### config.mk
export PLATFORM = sky130hd
export DESIGN_NAME = sdiv_mmio
export DESIGN_NICKNAME = d
export VERILOG_FILES = /design/src/rtl/sdiv_pkg.sv /design/src/rtl/sdiv_prep.sv /design/src/rtl/sdiv_engine.sv /design/src/rtl/sdiv_mmio.sv
export SDC_FILE = /design/constraint.sdc
export NUM_CORES = 2
export LEC_CHECK = 0
export ABC_CLOCK_PERIOD_IN_PS = 3300
export BUFFER_PORTS_ARGS = -buffer_cell sky130_fd_sc_hd__buf_2
export CORE_UTILIZATION = 58
export CTS_CLUSTER_DIAMETER = 50
export CTS_CLUSTER_SIZE = 40
export DETAILED_ROUTE_END_ITERATION = 8
export GPL_ROUTABILITY_DRIVEN = 0
export GPL_TIMING_DRIVEN = 0
export MAX_ROUTING_LAYER = met4
export PLACE_DENSITY = 0.78
export SETUP_SLACK_MARGIN = 0.15
export SYNTH_ARGS = -nofsm -noshare
export SYNTH_HDL_FRONTEND = slang
export SYNTH_HIERARCHICAL = 1
export SYNTH_SLANG_ARGS = --single-unit
### constraint.sdc
create_clock -name clk -period 3.3 [get_ports clk]
set_input_delay 0.99 -clock clk [delete_from_list [all_inputs] [get_ports clk]]
set_output_delay 0.99 -clock clk [all_outputs]
set_load 0.1 [all_outputs]
### src/rtl/sdiv_pkg.sv
`timescale 1ns/1ps
package sdiv_pkg;
    localparam int BUS_W    = 32;
    localparam int BUSY_BIT = 15;
    localparam int ERR_BIT  = 14;

    typedef enum logic [3:0] {
        RA_CTRL   = 4'd0,
        RA_NUM_LO = 4'd2,
        RA_NUM_HI = 4'd3,
        RA_DEN_LO = 4'd4,
        RA_DEN_HI = 4'd5,
        RA_QUO_LO = 4'd6,
        RA_QUO_HI = 4'd7,
        RA_REM_LO = 4'd8,
        RA_REM_HI = 4'd9
    } reg_addr_e;

    typedef enum logic [1:0] {
        MD_S32_S32 = 2'd0,
        MD_S64_S32 = 2'd1,
        MD_S64_S64 = 2'd2,
        MD_S64_S32B = 2'd3
    } div_mode_e;
endpackage

### src/rtl/sdiv_prep.sv
`timescale 1ns/1ps
module sdiv_prep #(
    parameter int DATA_W  = 64,
    parameter int SHORT_W = 32
) (
    input  logic [1:0]        mode_i,
    input  logic [DATA_W-1:0] num_raw_i,
    input  logic [DATA_W-1:0] den_raw_i,
    output logic [DATA_W-1:0] num_eff_o,
    output logic [DATA_W-1:0] num_mag_o,
    output logic [DATA_W-1:0] den_mag_o,
    output logic              num_neg_o,
    output logic              quo_neg_o,
    output logic              div_zero_o,
    output logic              ovf_o,
    output logic              short_o
);
    import sdiv_pkg::*;
    localparam int EXT_W = DATA_W - SHORT_W;
    localparam logic [DATA_W-1:0] MOST_NEG = {1'b1, {(DATA_W-1){1'b0}}};

    logic [DATA_W-1:0] num_sx, den_sx, den_eff;
    logic              den_neg;

    always_comb begin
        num_sx  = {{EXT_W{num_raw_i[SHORT_W-1]}}, num_raw_i[SHORT_W-1:0]};
        den_sx  = {{EXT_W{den_raw_i[SHORT_W-1]}}, den_raw_i[SHORT_W-1:0]};
        short_o = (mode_i == MD_S32_S32);
        // operand shaping by mode
        num_eff_o = short_o ? num_sx : num_raw_i;
        den_eff   = (mode_i == MD_S64_S64) ? den_raw_i : den_sx;
        num_neg_o = num_eff_o[DATA_W-1];
        den_neg   = den_eff[DATA_W-1];
        num_mag_o = num_neg_o ? (~num_eff_o + 1'b1) : num_eff_o;
        den_mag_o = den_neg ? (~den_eff + 1'b1) : den_eff;
        quo_neg_o = num_neg_o ^ den_neg;
        div_zero_o = (den_eff == '0);
        ovf_o      = (num_eff_o == MOST_NEG) && (den_eff == '1);
    end
endmodule

### src/rtl/sdiv_engine.sv
`timescale 1ns/1ps
module sdiv_engine #(
    parameter int DATA_W  = 64,
    parameter int SHORT_W = 32
) (
    input  logic              clk,
    input  logic              rst_n,
    input  logic              start_i,
    input  logic              short_i,
    input  logic [DATA_W-1:0] num_mag_i,
    input  logic [DATA_W-1:0] den_mag_i,
    output logic              busy_o,
    output logic [DATA_W-1:0] quo_o,
    output logic [DATA_W-1:0] rem_o
);
    localparam int CNT_W = $clog2(DATA_W + 1);
    localparam int PRE_SHIFT = DATA_W - SHORT_W;
    localparam logic [CNT_W-1:0] LONG_STEPS  = CNT_W'(DATA_W);
    localparam logic [CNT_W-1:0] SHORT_STEPS = CNT_W'(SHORT_W);

    typedef struct packed {
        logic [CNT_W-1:0]  cnt;
        logic [DATA_W-1:0] quo;
        logic [DATA_W-1:0] rem;
        logic [DATA_W-1:0] den;
    } eng_t;

    eng_t st_q, st_d;
    logic [DATA_W+1:0] trial;

    always_comb begin
        st_d  = st_q;
        trial = {1'b0, st_q.rem, st_q.quo[DATA_W-1]} - {2'b00, st_q.den};
        if (start_i) begin
            st_d.cnt = short_i ? SHORT_STEPS : LONG_STEPS;
            st_d.quo = short_i ? (num_mag_i << PRE_SHIFT) : num_mag_i;
            st_d.rem = '0;
            st_d.den = den_mag_i;
        end else if (st_q.cnt != '0) begin
            if (!trial[DATA_W+1]) begin
                st_d.rem = trial[DATA_W-1:0];
                st_d.quo = {st_q.quo[DATA_W-2:0], 1'b1};
            end else begin
                st_d.rem = {st_q.rem[DATA_W-2:0], st_q.quo[DATA_W-1]};
                st_d.quo = {st_q.quo[DATA_W-2:0], 1'b0};
            end
            st_d.cnt = st_q.cnt - 1'b1;
        end
    end

    always_ff @(posedge clk) begin
        if (!rst_n) st_q <= '0;
        else        st_q <= st_d;
    end

    assign busy_o = (st_q.cnt != '0);
    assign quo_o  = st_q.quo;
    assign rem_o  = st_q.rem;

    // a load always leads to a running engine on the next cycle
    a_r7_start_runs: assert property (@(posedge clk) disable iff (!rst_n)
        start_i |=> busy_o);
    // a finished unsigned division leaves a remainder below the divisor
    a_r6_rem_below_den: assert property (@(posedge clk) disable iff (!rst_n)
        ($fell(busy_o) && st_q.den != '0) |-> (st_q.rem < st_q.den));
endmodule

### src/rtl/sdiv_mmio.sv
`timescale 1ns/1ps
module sdiv_mmio #(
    parameter int DATA_W  = 64,
    parameter int SHORT_W = 32,
    parameter int ADDR_W  = 4
) (
    input  logic                     clk,
    input  logic                     rst_n,
    input  logic                     wr_en,
    input  logic [ADDR_W-1:0]        addr,
    input  logic [sdiv_pkg::BUS_W-1:0] wr_data,
    output logic [sdiv_pkg::BUS_W-1:0] rd_data
);
    import sdiv_pkg::*;
    localparam int HW = BUS_W;

    typedef struct packed {
        logic [1:0]        mode;
        logic [DATA_W-1:0] num;
        logic [DATA_W-1:0] den;
        logic [DATA_W-1:0] quo;
        logic [DATA_W-1:0] rem;
        logic              err;
        logic              pending;
        logic              start;
    } regs_t;

    regs_t st_q, st_d;

    logic [DATA_W-1:0] num_eff, num_mag, den_mag, eng_quo, eng_rem;
    logic num_neg, quo_neg, div_zero, ovf, short_md, eng_busy;
    logic op_write, commit;

    sdiv_prep #(.DATA_W(DATA_W), .SHORT_W(SHORT_W)) prep_i (
        .mode_i(st_q.mode), .num_raw_i(st_q.num), .den_raw_i(st_q.den),
        .num_eff_o(num_eff), .num_mag_o(num_mag), .den_mag_o(den_mag),
        .num_neg_o(num_neg), .quo_neg_o(quo_neg), .div_zero_o(div_zero),
        .ovf_o(ovf), .short_o(short_md)
    );

    sdiv_engine #(.DATA_W(DATA_W), .SHORT_W(SHORT_W)) eng_i (
        .clk(clk), .rst_n(rst_n), .start_i(st_q.start), .short_i(short_md),
        .num_mag_i(num_mag), .den_mag_i(den_mag),
        .busy_o(eng_busy), .quo_o(eng_quo), .rem_o(eng_rem)
    );

    always_comb begin
        st_d       = st_q;
        st_d.start = 1'b0;
        op_write   = wr_en && (addr == RA_CTRL   || addr == RA_NUM_LO ||
                               addr == RA_NUM_HI || addr == RA_DEN_LO ||
                               addr == RA_DEN_HI);
        if (wr_en) begin
            case (addr)
                RA_CTRL:   st_d.mode           = wr_data[1:0];
                RA_NUM_LO: st_d.num[HW-1:0]     = wr_data;
                RA_NUM_HI: st_d.num[DATA_W-1:HW] = wr_data;
                RA_DEN_LO: st_d.den[HW-1:0]     = wr_data;
                RA_DEN_HI: st_d.den[DATA_W-1:HW] = wr_data;
                default: ;
            endcase
        end
        if (op_write) begin
            st_d.start   = 1'b1;
            st_d.pending = 1'b1;
        end
        commit = st_q.pending && !st_q.start && !eng_busy && !op_write;
        if (commit) begin
            st_d.pending = 1'b0;
            if (div_zero) begin
                st_d.err = 1'b1;
                st_d.rem = num_eff;
                st_d.quo = {{(DATA_W-1){1'b0}}, num_neg};
            end else if (ovf) begin
                st_d.err = 1'b1;
                st_d.quo = num_eff;
            end else begin
                st_d.err = 1'b0;
                st_d.quo = quo_neg ? (~eng_quo + 1'b1) : eng_quo;
                st_d.rem = num_neg ? (~eng_rem + 1'b1) : eng_rem;
            end
        end
    end

    always_ff @(posedge clk) begin
        if (!rst_n) st_q <= '0;
        else        st_q <= st_d;
    end

    always_comb begin
        rd_data = '0;
        case (addr)
            RA_CTRL: begin
                rd_data[1:0]    = st_q.mode;
                rd_data[ERR_BIT]  = st_q.err;
                rd_data[BUSY_BIT] = st_q.pending;
            end
            RA_NUM_LO: rd_data = st_q.num[HW-1:0];
            RA_NUM_HI: rd_data = st_q.num[DATA_W-1:HW];
            RA_DEN_LO: rd_data = st_q.den[HW-1:0];
            RA_DEN_HI: rd_data = st_q.den[DATA_W-1:HW];
            RA_QUO_LO: rd_data = st_q.quo[HW-1:0];
            RA_QUO_HI: rd_data = st_q.quo[DATA_W-1:HW];
            RA_REM_LO: rd_data = st_q.rem[HW-1:0];
            RA_REM_HI: rd_data = st_q.rem[DATA_W-1:HW];
            default: rd_data = '0;
        endcase
    end

    // operand or control writes raise busy on the next cycle
    a_r7_write_sets_busy: assert property (@(posedge clk) disable iff (!rst_n)
        op_write |=> st_q.pending);
    // zero divisor reports an error
    a_r9_zero_flags_err: assert property (@(posedge clk) disable iff (!rst_n)
        (commit && div_zero) |=> st_q.err);
    // overflow leaves the remainder untouched
    a_r10_ovf_keeps_rem: assert property (@(posedge clk) disable iff (!rst_n)
        (commit && !div_zero && ovf) |=> ($stable(st_q.rem) && st_q.err));
    // a clean division clears the error flag
    a_r11_clean_clears_err: assert property (@(posedge clk) disable iff (!rst_n)
        (commit && !div_zero && !ovf) |=> !st_q.err);
    // results only move at completion
    a_r12_results_hold: assert property (@(posedge clk) disable iff (!rst_n)
        !commit |=> ($stable(st_q.quo) && $stable(st_q.rem)));
endmodule

==> results of run 1 <==
## stage by stage
stage / cells / util [%] / setup TNS, ps / hold slack, ps / setup slack (ps)
after floorplan: 4564 / - / -10160 / 425 / -365
after global placement: 5388 / 62.1 / -192230 / 444 / -1520
after detailed placement: 5388 / 62.1 / -199230 / 448 / -1500
after CTS: 5698 / 76.4 / -16590 / 460 / -314
## repair_timing
item,in CTS
setup endpoints to repair,308
endpoints found under the hold margin,0
setup buffers,183
pin swaps,322
cloned,31
hold buffers,0
resized for setup,1068
## metal layers
| metal | track usage [%] | GRT overflow |
|---|---|---|
| met3 | 52.0 | 1 |
| met4 | 63.8 | 21 |
| met1 | 66.1 | 2 |
| met5 | - | - |
| met2 | 82.6 | 30 |
## cells in the mapped netlist (all sizes together), types with 13 or more instances
library cell and instances:
or3 67, a21oi 523, o211ai 24, nand2b 31
xor2 149, nand2 677, dfxtp 460, nor2b 149
a221oi 33, nor2 288, a211oi 48, clkbuf 266
or2 25, a21o 34, mux2i 99, nand3 62
a31oi 45, o21ai 226, buf 230, nor3 115
mux2 38, or4 53, o31ai 61, nor4 51
o22ai 22, inv 115, o21bai 13, and2 18
nor3b 14, xnor2 112, o21a 17, o41ai 38
and3 32, ha 70, a22oi 134, nand4 85
## kinds of logic after synthesis
family / synth area share, %
simple gates: 25.0
compound gates: 24.9
buf+inv: 9.01
flops: 27.4
xor+xnor: 6.81
mux: 4.23
fa+ha+maj: 2.67
==> run_results.csv, run 1 <==
group,metric,value,unit
logic_synthesis,synth_area_leader_cell,"dfxtp_1",
status,status,"stopped before the end",
placed_design,io_buffers,68,
floorplan,io_pins,71,
floorplan,die_x,243,µm
logic_synthesis,syn_area,33600,µm²
global_routing,grt_pass1_wl,291000,µm
logic_synthesis,synth_cell_types,114,
floorplan,row_count,87,
logic_synthesis,synth_edf_count,0,
floorplan,initial_core_util,59.1,%
clock_tree,numCtsBuffers,53,
clock_tree,cts_buffer_depth,3,
global_routing,grt_max_degree,20,
clock_tree,root_buffer,"clkbuf_16",
logic_synthesis,synth_area_leaders,"dfxtp_1 27%, a21oi_1 7.8%, nand2_1 7.6%",
clock_tree,htree_levels,2,
logic_synthesis,async_reset_ff_share,0,%
logic_synthesis,ys_ff_latch,460,
global_routing,grt_pass1_vias,42700,
global_routing,gr-total-overflow,54,
status,failed_stage,"global routing",
global_routing,grt_use_total,67.5,%
logic_synthesis,ys_seq_area_share,27.4,%
logic_synthesis,syn_area_per_cell,7.36,µm²
clock_tree,numClockSinks,460,
placed_design,postPlaceCellArea,35300,µm²
floorplan,die_h,243,µm
logic_synthesis,synth_top_area_share,27.4,%
placed_design,dp.final_hpwl,119000,µm
status,tool.error,"[ERROR GRT-0116] Global routing finished with congestion. Check the congestion regions in the DRC Viewer.",
logic_synthesis,synth_warnings,6,
logic_synthesis,syn_inst,4564,
logic_synthesis,synth_ff_type,"dfxtp_1",
logic_synthesis,syn_nets,4674,
==> run 2, diff against run 1 <==
==> config.mk (replaced) <==
export PLATFORM = sky130hd
export DESIGN_NAME = sdiv_mmio
export DESIGN_NICKNAME = d
export VERILOG_FILES = /design/src/rtl/sdiv_pkg.sv /design/src/rtl/sdiv_prep.sv /design/src/rtl/sdiv_engine.sv /design/src/rtl/sdiv_mmio.sv
export SDC_FILE = /design/constraint.sdc
export NUM_CORES = 2
export LEC_CHECK = 0
export ABC_CLOCK_PERIOD_IN_PS = 4300
export BUFFER_PORTS_ARGS = -buffer_cell sky130_fd_sc_hd__buf_2
export CORE_UTILIZATION = 40
export DETAILED_ROUTE_END_ITERATION = 8
export GPL_ROUTABILITY_DRIVEN = 0
export GPL_TIMING_DRIVEN = 0
export PLACE_DENSITY_LB_ADDON = 0.15
export SYNTH_ARGS = -nofsm -noshare
export SYNTH_HDL_FRONTEND = slang
export SYNTH_HIERARCHICAL = 1
export SYNTH_SLANG_ARGS = --single-unit
==> constraint.sdc (replaced) <==
create_clock -name clk -period 4.3 [get_ports clk]
set_input_delay 1.29 -clock clk [delete_from_list [all_inputs] [get_ports clk]]
set_output_delay 1.29 -clock clk [all_outputs]
set_load 0.1 [all_outputs]
==> run 2 against run 1 <==
Against the previous run:
- the flow now finishes, with violations (negative setup slack)
- synthesized area did not move
- synthesized cell count did not move
==> run_results.csv, run 2 <==
group,metric,value,unit
logic_synthesis,synth_top_area_share,27.4,%
status,violations,"negative setup slack",
flow_run,cap_violations,0,
logic_synthesis,synth_compound_area_share,24.9,%
logic_synthesis,synthAdderAreaFrac,2.67,%
global_routing,antenna_found_initial,17,
global_routing,gr-total-overflow,0,
routing,drt_iter0_drc,5840,
critical_path,cp-start-kind,"input port",
layout,reg_top3,"st_q x261, eng_i/st_q x71",
min_path,worstHoldPathType,"reg -> reg",
logic_synthesis,synth_edf_count,0,
power_and_ir_drop,finalPower,20.7,mW
clock_tree,numClockSinks,460,
power_and_ir_drop,pwr-share-seq,24.5,%
routing,routed_wl,174000,µm
routing,routedWlPerCell,29.8,µm
floorplan,coreArea,82600,µm²
sta,timing.fmax,0.226,GHz
power_and_ir_drop,switching_power,9.60,mW
logic_synthesis,synth_top_family_by_area,"simple AND/OR/NAND/NOR gates",
critical_path,critical_path_class,"in -> out",
power_and_ir_drop,pwr_density_cell,539,nW/µm²
clock_tree,clock_latency,670,ps
critical_path,end_kind,"primary output",
logic_synthesis,syn_area,33600,µm²
routing,vias_per_cell,6.44,
sta,slew_headroom,1.65,%
power_and_ir_drop,p_leak,14.4,nW
global_routing,grt_use_total,39.5,%
sta,fin_crit_sh,103,%
layout,drive_gt1_share,14.0,%
logic_synthesis,synth_area_leaders,"dfxtp_1 27%, a21oi_1 7.8%, nand2_1 7.6%",
critical_path,path_buf_inv,4,
logic_synthesis,async_reset_ff_share,0,%
logic_synthesis,ys_top_cells_by_count,"677 x nand2_1, 520 x a21oi_1, 460 x dfxtp_1",
clock_tree,root_buffer,"clkbuf_16",
logic_synthesis,ys_ff_latch,460,
floorplan,row_count,105,
logic_synthesis,syn_inst,4564,
critical_path,required,3010,ps
logic_synthesis,yosysMostFrequentCell,"nand2_1",
sta,report.final.slew_viol_count,0,
global_routing,grt_max_degree,20,
clock_tree,cts_buffer_depth,3,
placed_design,place_inst,5703,
floorplan,die-area,85100,µm²
layout,layout_commonest_cell,"nand2_1",
clock_tree,numCtsBuffers,54,
layout,largest_register_ffs,261,
routing,remaining_drc_errors,0,
placed_design,dp.final_hpwl,134000,µm
clock_tree,postCtsHoldBufs,0,
power_and_ir_drop,combinationalPowerShare,51.2,%
sta,rsz0062_at_grt,"yes",
sta,setup_slack,-129,ps
sta,hold_viol_final,0,
power_and_ir_drop,clkPwrFrac,24.3,%
layout,fin_cells,5831,
critical_path,r2r_slack,-30,ps
placed_design,io_buffers,68,
sta,min_period,4430,ps
critical_path,slowest_delay,490,ps
power_and_ir_drop,p_int,11.1,mW
clock_tree,tritoncts,"built",
global_routing,grt_pass1_vias,34000,
routing,dr.pass1.iters,8,
critical_path,cp_max_fo,6,
logic_synthesis,synth_cell_types,114,
floorplan,io_pins,71,
logic_synthesis,syn_nets,4674,
status,status,"finished, violations left",
critical_path,critical_path.most_common_cell,"buf_8",
sta,setup_violations,23,
floorplan,die_h,292,µm
logic_synthesis,syn_area_per_cell,7.36,µm²
routing,dr_total_vias,37600,
routing,detail-route-antenna-nets,0,
critical_path,cpMaxStageDelayCell,"nand4_1",
layout,syn2layout_area_growth,14.3,%
layout,final_cell_mix,"676 x nand2_1, 518 x a21oi_1, 459 x dfxtp_1",
power_and_ir_drop,peakVddDrop,398,µV
layout,final_nets,4821,
floorplan,initial_core_util,40.6,%
sta,worst_slew_pin_slew,1480,ps
layout,final_design_area_no_fill,38400,µm²
logic_synthesis,synth_mux_area_share,4.23,%
global_routing,grt_pass1_wl,246000,µm
placed_design,postPlaceCellArea,35400,µm²
critical_path,critPathTopFamily,"simple AND/OR/NAND/NOR gates",
logic_synthesis,ys_seq_area_share,27.4,%
logic_synthesis,synth_xor_area_share,6.81,%
logic_synthesis,synth_ff_type,"dfxtp_1",
critical_path,crit_arrival,3140,ps
logic_synthesis,synthSimpleGateAreaFrac,25.0,%
critical_path,crit_chain,"buf_12 -> nand2b_4 -> nor2_4 -> buf_8 -> buf_4 -> a22oi_2 -> nand4_1 -> buf_8",
floorplan,die_x,292,µm
layout,fillers,8429,
logic_synthesis,synth_area_leader_cell,"dfxtp_1",
logic_synthesis,synth_warnings,6,
layout,regMostFlops,"st_q",
sta,skew,26.2,ps
clock_tree,htree_levels,2,
clock_tree,path_clk_slew,60,ps
power_and_ir_drop,switching_share,46.4,%
## run 2: path summary, 6_finish.rpt
| check | end | cells past startpoint | from |
|---|---|---|---|
| worst max-delay path | rd_data[21] | 8 | addr[3] |
| worst min-delay path | st_q[74] | 2 | st_q[74] |
| worst max register to register | st_q[86] | 11 | st_q[259] |
| worst min register to register | st_q[74] | 2 | st_q[74] |
## run 2: layout make-up
| cell class | instances | area, µm² | share of cell area, % |
|---|---|---|---|
| Antenna cell | 4 | 10.0 | 0.0261 |
| Buffer | 488 | 2800 | 7.29 |
| Clock buffer | 76 | 1530 | 4.00 |
| Clock inverter | 26 | 347 | 0.903 |
| Inverter | 116 | 447 | 1.16 |
| Multi-Input combinational cell | 3492 | 21800 | 56.8 |
| Sequential cell | 460 | 9210 | 24.0 |
| Tap cell | 1070 | 1340 | 3.49 |
| Timing Repair Buffer | 99 | 905 | 2.36 |
## run 2: layer usage
layer	GRT usage (%)	part of all wire, %
met1	47.9	38
met2	57.8	40
met3	13.3	13
met4	28.9	9.2
met5	0	0.059
## run 2: worst register-to-register path, delay by kind of cell, from the launching register on
family / cells / cell delay [ps]
AOI/OAI and AO/OA: 3 / 950
buffers and inverters: 4 / 1520
DFF: 1 / 550
and+or+nand+nor: 4 / 1240
## run 2: power by group through the flow
stage / Clock [mW] / Combinational (mW) / Sequential (mW)
floorplan: 0 / 7.15 / 4.89
global placement: 0 / 10.1 / 5.12
detailed placement: 0 / 10.0 / 5.12
CTS: 5.00 / 10.2 / 5.03
global route: 5.18 / 11.3 / 5.07
finish: 5.02 / 10.6 / 5.07
## run 2: timing repair
item	in CTS	in global routing
setup endpoints to repair	161	155
gates cloned	1	1
resized for setup	190	74
buffers inserted	16	12
pin swaps	22	27
## run 2: cell families after synthesis
family,after synthesis
muxes,137
DFF,460
xor gates and xnor gates,261
AOI/OAI and AO/OA,1319
adders and majority gates,71
and+or+nand+nor,1704
buffers and inverters,612
## run 2: through the flow
stage	utilization, %	setup WS [ps]	hold slack, ps	TNS [ps]
2_1_floorplan	-	-304	425	-500
4_1_cts	46.0	-30.4	454	-64.4
5_1_grt	46.4	-60.2	482	-233
3_5_place_dp	42.8	-1440	445	-157480
6_report	46.4	-129	457	-1520
3_3_place_gp	42.8	-1480	439	-170590
Note: power is estimated with default switching activity, not from simulation.
